[config.mk]
export PLATFORM = sky130hd
export DESIGN_NAME = onewire_slot_phy
export DESIGN_NICKNAME = d
export VERILOG_FILES = /design/src/rtl/onewire_slot_pkg.sv /design/src/rtl/ow_line_sync.sv /design/src/rtl/ow_tick_timer.sv /design/src/rtl/ow_slot_fsm.sv /design/src/rtl/onewire_slot_phy.sv
export SDC_FILE = /design/constraint.sdc
export NUM_CORES = 1
export LEC_CHECK = 0
export BUFFER_PORTS_ARGS = -buffer_cell sky130_fd_sc_hd__buf_2
export CORE_ASPECT_RATIO = 1.2
export CORE_UTILIZATION = 50
export DETAILED_ROUTE_END_ITERATION = 16
export HOLD_SLACK_MARGIN = 0.06
export PLACE_DENSITY = 0.66
export SYNTH_ARGS = -nofsm -noshare
export SYNTH_HDL_FRONTEND = slang
export SYNTH_SLANG_ARGS = --single-unit
[constraint.sdc]
create_clock -name clk -period 1.79 [get_ports clk]
set_clock_uncertainty 0.05 [all_clocks]
set_input_delay 0.179 -clock clk [delete_from_list [all_inputs] [get_ports clk]]
set_output_delay 0.179 -clock clk [all_outputs]
set_load 0.05 [all_outputs]
[src/rtl/onewire_slot_pkg.sv]
package onewire_slot_pkg;

    typedef enum logic [2:0] {
        ST_IDLE,
        ST_RX,
        ST_TX,
        ST_LOWWAIT,
        ST_ARMED,
        ST_PWAIT,
        ST_PRES
    } slot_state_e;

    typedef struct packed {
        logic level;
        logic fall;
        logic rise;
    } line_evt_t;

    function automatic int unsigned max_of3(int unsigned a, int unsigned b, int unsigned c);
        int unsigned m;
        m = (a > b) ? a : b;
        return (m > c) ? m : c;
    endfunction

    // True on the tick that completes n ticks since the last timer clear.
    function automatic logic tick_hit(logic tick, int unsigned cnt, int unsigned n);
        return tick && (cnt == n - 1);
    endfunction

endpackage

[src/rtl/ow_line_sync.sv]
module ow_line_sync
    import onewire_slot_pkg::*;
#(
    parameter int unsigned STAGES = 2
) (
    input  logic      clk,
    input  logic      rst,
    input  logic      bus_in,
    output line_evt_t evt
);
    logic [STAGES-1:0] sh;
    logic              prev;

    generate
        if (STAGES == 1) begin : g_one
            always_ff @(posedge clk) begin
                if (rst) sh <= '1;
                else     sh <= bus_in;
            end
        end else begin : g_multi
            always_ff @(posedge clk) begin
                if (rst) sh <= '1;
                else     sh <= {sh[STAGES-2:0], bus_in};
            end
        end
    endgenerate

    always_ff @(posedge clk) begin
        if (rst) prev <= 1'b1;
        else     prev <= sh[STAGES-1];
    end

    always_comb begin
        evt.level = sh[STAGES-1];
        evt.fall  = prev & ~sh[STAGES-1];
        evt.rise  = ~prev & sh[STAGES-1];
    end
endmodule

[src/rtl/ow_tick_timer.sv]
module ow_tick_timer #(
    parameter int unsigned TICK_DIV = 64,
    parameter int unsigned CNT_MAX  = 51,
    parameter int unsigned PRE_W    = 6,
    parameter int unsigned CNT_W    = 6
) (
    input  logic             clk,
    input  logic             rst,
    input  logic             clr,
    output logic             tick,
    output logic [CNT_W-1:0] tcnt
);
    logic [PRE_W-1:0] pre;

    assign tick = (pre == PRE_W'(TICK_DIV - 1));

    always_ff @(posedge clk) begin
        if (rst || clr) begin
            pre  <= '0;
            tcnt <= '0;
        end else if (tick) begin
            pre <= '0;
            if (tcnt != CNT_W'(CNT_MAX)) tcnt <= tcnt + 1'b1;
        end else begin
            pre <= pre + 1'b1;
        end
    end
endmodule

[src/rtl/ow_slot_fsm.sv]
module ow_slot_fsm
    import onewire_slot_pkg::*;
#(
    parameter int unsigned RST_MIN_T   = 51,
    parameter int unsigned PRES_WAIT_T = 4,
    parameter int unsigned PRES_LEN_T  = 20,
    parameter int unsigned SAMPLE_T    = 3,
    parameter int unsigned DRIVE_T     = 3,
    parameter int unsigned CNT_W       = 6
) (
    input  logic             clk,
    input  logic             rst,
    input  line_evt_t        evt,
    input  logic             tick,
    input  logic [CNT_W-1:0] tcnt,
    input  logic             tx_valid,
    input  logic             tx_bit,
    output logic             timer_clr,
    output slot_state_e      state,
    output logic             pull_low,
    output logic             tx_take,
    output logic             rx_stb,
    output logic             rx_bit,
    output logic             reset_done
);
    logic        drive_q;
    int unsigned cnt32;

    assign cnt32 = 32'(tcnt);

    // Zero bits are driven combinationally from the detected edge.
    assign tx_take  = (state == ST_IDLE) && evt.fall && tx_valid;
    assign pull_low = drive_q | (tx_take & ~tx_bit);

    always_comb begin
        timer_clr = 1'b0;
        unique case (state)
            ST_IDLE:  timer_clr = evt.fall;
            ST_ARMED: timer_clr = evt.rise;
            ST_PWAIT: timer_clr = tick_hit(tick, cnt32, PRES_WAIT_T);
            default:  timer_clr = 1'b0;
        endcase
    end

    always_ff @(posedge clk) begin
        if (rst) begin
            state      <= ST_IDLE;
            drive_q    <= 1'b0;
            rx_stb     <= 1'b0;
            rx_bit     <= 1'b0;
            reset_done <= 1'b0;
        end else begin
            rx_stb     <= 1'b0;
            reset_done <= 1'b0;
            unique case (state)
                ST_IDLE: begin
                    if (evt.fall) begin
                        if (tx_valid) begin
                            state   <= ST_TX;
                            drive_q <= ~tx_bit;
                        end else begin
                            state <= ST_RX;
                        end
                    end
                end
                ST_RX: begin
                    if (tick_hit(tick, cnt32, SAMPLE_T)) begin
                        rx_stb <= 1'b1;
                        rx_bit <= evt.level;
                        state  <= ST_LOWWAIT;
                    end
                end
                ST_TX: begin
                    if (tick_hit(tick, cnt32, DRIVE_T)) begin
                        drive_q <= 1'b0;
                        state   <= ST_LOWWAIT;
                    end
                end
                ST_LOWWAIT: begin
                    if (evt.level)                               state <= ST_IDLE;
                    else if (tick_hit(tick, cnt32, RST_MIN_T))   state <= ST_ARMED;
                end
                ST_ARMED: begin
                    if (evt.rise) state <= ST_PWAIT;
                end
                ST_PWAIT: begin
                    if (tick_hit(tick, cnt32, PRES_WAIT_T)) begin
                        drive_q <= 1'b1;
                        state   <= ST_PRES;
                    end
                end
                ST_PRES: begin
                    if (tick_hit(tick, cnt32, PRES_LEN_T)) begin
                        drive_q    <= 1'b0;
                        reset_done <= 1'b1;
                        state      <= ST_IDLE;
                    end
                end
                default: state <= ST_IDLE;
            endcase
        end
    end
endmodule

[src/rtl/onewire_slot_phy.sv]
module onewire_slot_phy
    import onewire_slot_pkg::*;
#(
    parameter int unsigned TICK_DIV    = 64,
    parameter int unsigned RST_MIN_T   = 51,
    parameter int unsigned PRES_WAIT_T = 4,
    parameter int unsigned PRES_LEN_T  = 20,
    parameter int unsigned SAMPLE_T    = 3,
    parameter int unsigned DRIVE_T     = 3,
    parameter int unsigned SYNC_STAGES = 2
) (
    input  logic clk,
    input  logic rst,
    input  logic bus_in,
    output logic pull_low,
    input  logic tx_valid,
    input  logic tx_bit,
    output logic tx_take,
    output logic rx_stb,
    output logic rx_bit,
    output logic reset_done
);
    localparam int unsigned CNT_MAX = max_of3(RST_MIN_T, max_of3(PRES_WAIT_T, PRES_LEN_T, 1),
                                              max_of3(SAMPLE_T, DRIVE_T, 1));
    localparam int unsigned CNT_W   = $clog2(CNT_MAX + 1);
    localparam int unsigned PRE_W   = (TICK_DIV > 1) ? $clog2(TICK_DIV) : 1;

    line_evt_t        evt;
    logic             tick;
    logic             timer_clr;
    logic [CNT_W-1:0] tcnt;
    slot_state_e      state;

    ow_line_sync #(.STAGES(SYNC_STAGES)) u_sync (
        .clk    (clk),
        .rst    (rst),
        .bus_in (bus_in),
        .evt    (evt)
    );

    ow_tick_timer #(
        .TICK_DIV (TICK_DIV),
        .CNT_MAX  (CNT_MAX),
        .PRE_W    (PRE_W),
        .CNT_W    (CNT_W)
    ) u_timer (
        .clk  (clk),
        .rst  (rst),
        .clr  (timer_clr),
        .tick (tick),
        .tcnt (tcnt)
    );

    ow_slot_fsm #(
        .RST_MIN_T   (RST_MIN_T),
        .PRES_WAIT_T (PRES_WAIT_T),
        .PRES_LEN_T  (PRES_LEN_T),
        .SAMPLE_T    (SAMPLE_T),
        .DRIVE_T     (DRIVE_T),
        .CNT_W       (CNT_W)
    ) u_fsm (
        .clk        (clk),
        .rst        (rst),
        .evt        (evt),
        .tick       (tick),
        .tcnt       (tcnt),
        .tx_valid   (tx_valid),
        .tx_bit     (tx_bit),
        .timer_clr  (timer_clr),
        .state      (state),
        .pull_low   (pull_low),
        .tx_take    (tx_take),
        .rx_stb     (rx_stb),
        .rx_bit     (rx_bit),
        .reset_done (reset_done)
    );
endmodule

==> impl_results.md <==
* Avg WL per Cell at 14.2 µm
* Final std cell area, no fill at 1460 µm²
* Final worst path period need at 1.73 ns
* Die area at 2630 µm²
* CTS Sinks at 22
* DR vias/cell at 5.73
* HP Class: in2reg
* Boundary pin count at 10
* Mapped Area at 1210 µm²
* Dpl cell area at 1310 µm²
* Initial DRC count at 19
* CP peak stage delay at 0.36 ns
* Root buffer cell: clkbuf_4
* Async SR Flop Fraction at 0%
* Largest net degree at the start of global routing at 17
* Clock Pin Slew Worst Setup and Hold Paths at 0.13 ns
* Core Region at 2280 µm²
* Final total power at 1.07 mW
* Initial antenna violation count at 0
* Antenna-violating nets left at 0
* Max-slew violation count at 0
* Total number of vias at 1043
* Yosys warning count at 0
* Hpwl dp at 1.91 mm
* Clock H-tree levels at 1
* Die Y at 55.9 µm
* Mean area per synthesized cell at 8.98 µm²
* Yosys top cell by area: dfxtp_1
* MaxCap Viol Count at 0
* Initial Util at 53.1%
* Std-Cell Rows at 19
* Die Span X at 47.0 µm
* Area Growth Syn to Fin at 20.4%
* Vias in the first global route at 932
* Critical Path AT at 1.89 ns
* Worst-skew pair later-pin latency at 0.30 ns
* Drt drc at 0
* First-pass GRT wire length at 4.04 mm
* GRT Residual Overflow at 0
* Clock tree from TritonCTS: built
* Worst vdd ir at 519 µV
* DR pass1 iterations at 4
* Kind of critical path: reg2reg
* Unrepaired setup endpoints after global routing: true
* Leakage at 0.556 nW
* GRT Total Usage at 20.8%
* Register area share after synthesis at 36.3%
* Synth top area cells: dfxtp_1 (36%), nor2_1 (5.6%), xor2_1 (3.6%)
* Crit Path Max Fanout at 4
* Ant. Diodes at 0
* GP Congestion at 0.877
* Commonest cells in the netlist: dfxtp_1 (22), nor2_1 (18), nand2_1 (10)
* Net Count, Synth at 143
* Worst slew pin tran at 0.370 ns
* Number of flops mapped to enable cells by yosys at 0
* Inserted Clock Buffers at 3
* Worst setup SP type: flip-flop
* Relative slew slack at 75.3%
* Achievable Freq at 578 MHz
* Clock Path Buffers at 2
* Required @ worst endpoint at 1.95 ns
* # nets final at 160
* Synth top area share at 36.3%
* Post-synth top flop: dfxtp_1
* Seq cells post-synth at 22
* Fin. Hold Viols at 0
* Count of cell types in the netlist at 47
* Total wire length at 2.59 mm
* Power Density at 730 nW/µm²
* Crit end category: flip-flop
* Layout cells sized above 1 at 31.1%
* Final setup fails at 0
* CP cell instances: inv_1, ha_1, nor4b_4, nand3_2, o311ai_2, mux2i_1, nor2_1
* Syn Inst Count at 135
* Slowest-stage cell, CP: dfxtp_2
* IO Port Bufs at 9
* Final worst path period share at 96.7%
* Outcome: finished, final reports clean
* Top-count cell post-synth: dfxtp_1
[worst max-delay path: cells and delay by family (launching register included)]
| family | cells | cell delay [ns] |
|---|---|---|
| compound gates | 1 | 0.26 |
| fa+ha+maj | 1 | 0.17 |
| flops | 1 | 0.36 |
| mux | 1 | 0.24 |
| buf+inv | 1 | 0.05 |
| simple gates | 3 | 0.49 |
[metrics by stage]
stage	utilization (%)	cells	hold WS, ns	TNS [ns]	worst slack [ns]
6_report	64.0	182	0.0990	0	0.0597
5_1_grt	64.0	182	0.0807	-0.0534	-0.0462
4_1_cts	60.7	179	0.0907	0	0.00773
3_5_place_dp	57.3	174	0.316	-0.0171	-0.0171
3_3_place_gp	57.3	174	0.310	0	0.0407
2_1_floorplan	-	135	0.233	0	0.176
[layer usage]
metal | global-route usage (%) | wire (µm) | up-vias
met5 | 0 | 0 | -
met4 | 4.08 | 19 | 0
met1 | 26.1 | 1160 | 486
met2 | 36.3 | 1340 | 34
li1 | - | - | 519
met3 | 2.92 | 81 | 4
[repair_timing]
item / in CTS / in global routing
setup endpoints to repair: 5 / 14
hold endpoints to repair: 1 / 0
gates resized for setup: 6 / 14
pin swaps: 0 / 5
buffers inserted: 0 / 3
hold buffers: 1 / 0
[cell type report]
class	count	area, µm²
Multi-Input combinational cell	100	773
Clock buffer	3	22.5
Inverter	7	26.3
Tap cell	31	38.8
Clock inverter	1	30.0
Timing Repair Buffer	18	120
Fill cell	202	822
Sequential cell	22	449
[registers in the layout, indices dropped and copies added (netlist names)]
register,cells
u_fsm.drive_q,1
u_fsm.reset_done,1
u_sync.sh,2
u_fsm.rx_bit,1
u_timer.tcnt,6
u_fsm.rx_stb,1
u_sync.prev,1
u_timer.pre,6
u_fsm.state,3
[final timing paths]
path,startpoint,cells past startpoint,end,slack [ns]
worst max-delay path,u_timer.tcnt[0],7,u_fsm.drive_q,0.06
worst min-delay path,rst,2,u_fsm.rx_bit,0.1
worst max register to register,u_timer.tcnt[0],7,u_fsm.drive_q,0.06
worst min register to register,u_sync.sh[0],1,u_sync.sh[1],0.38
[layout by cell type, fill, tap and decap left out, types with 2 or more instances in the layout]
master	n
dfxtp_2	7
nor3_1	2
nand4_1	5
a311oi_2	2
nand2_2	2
inv_1	7
xor2_1	5
o21ai_0	3
dfxtp_1	15
nand3_1	3
or2_2	2
nor2_1	17
nand2b_1	2
xnor2_1	4
a21oi_1	4
buf_2	7
ha_1	2
nor4_1	2
buf_4	9
nand2_1	9
o211ai_1	2
mux2i_1	2
clkbuf_4	4
and3_1	2
nor2b_1	3
[where the power goes]
part | internal (mW) | switching, mW
clock network | 0.226 | 0.154
registers | 0.508 | 0.0344
logic | 0.0680 | 0.0759
[cell families after synthesis]
group / Yosys count / share of synthesized area (%)
flops: 22 / 36.3
simple gates: 63 / 30.9
mux: 2 / 1.65
xor+xnor: 9 / 6.50
buf+inv: 13 / 4.64
compound gates: 23 / 16.9
fa+ha+maj: 3 / 3.10
(Power assumes the default switching activity.)
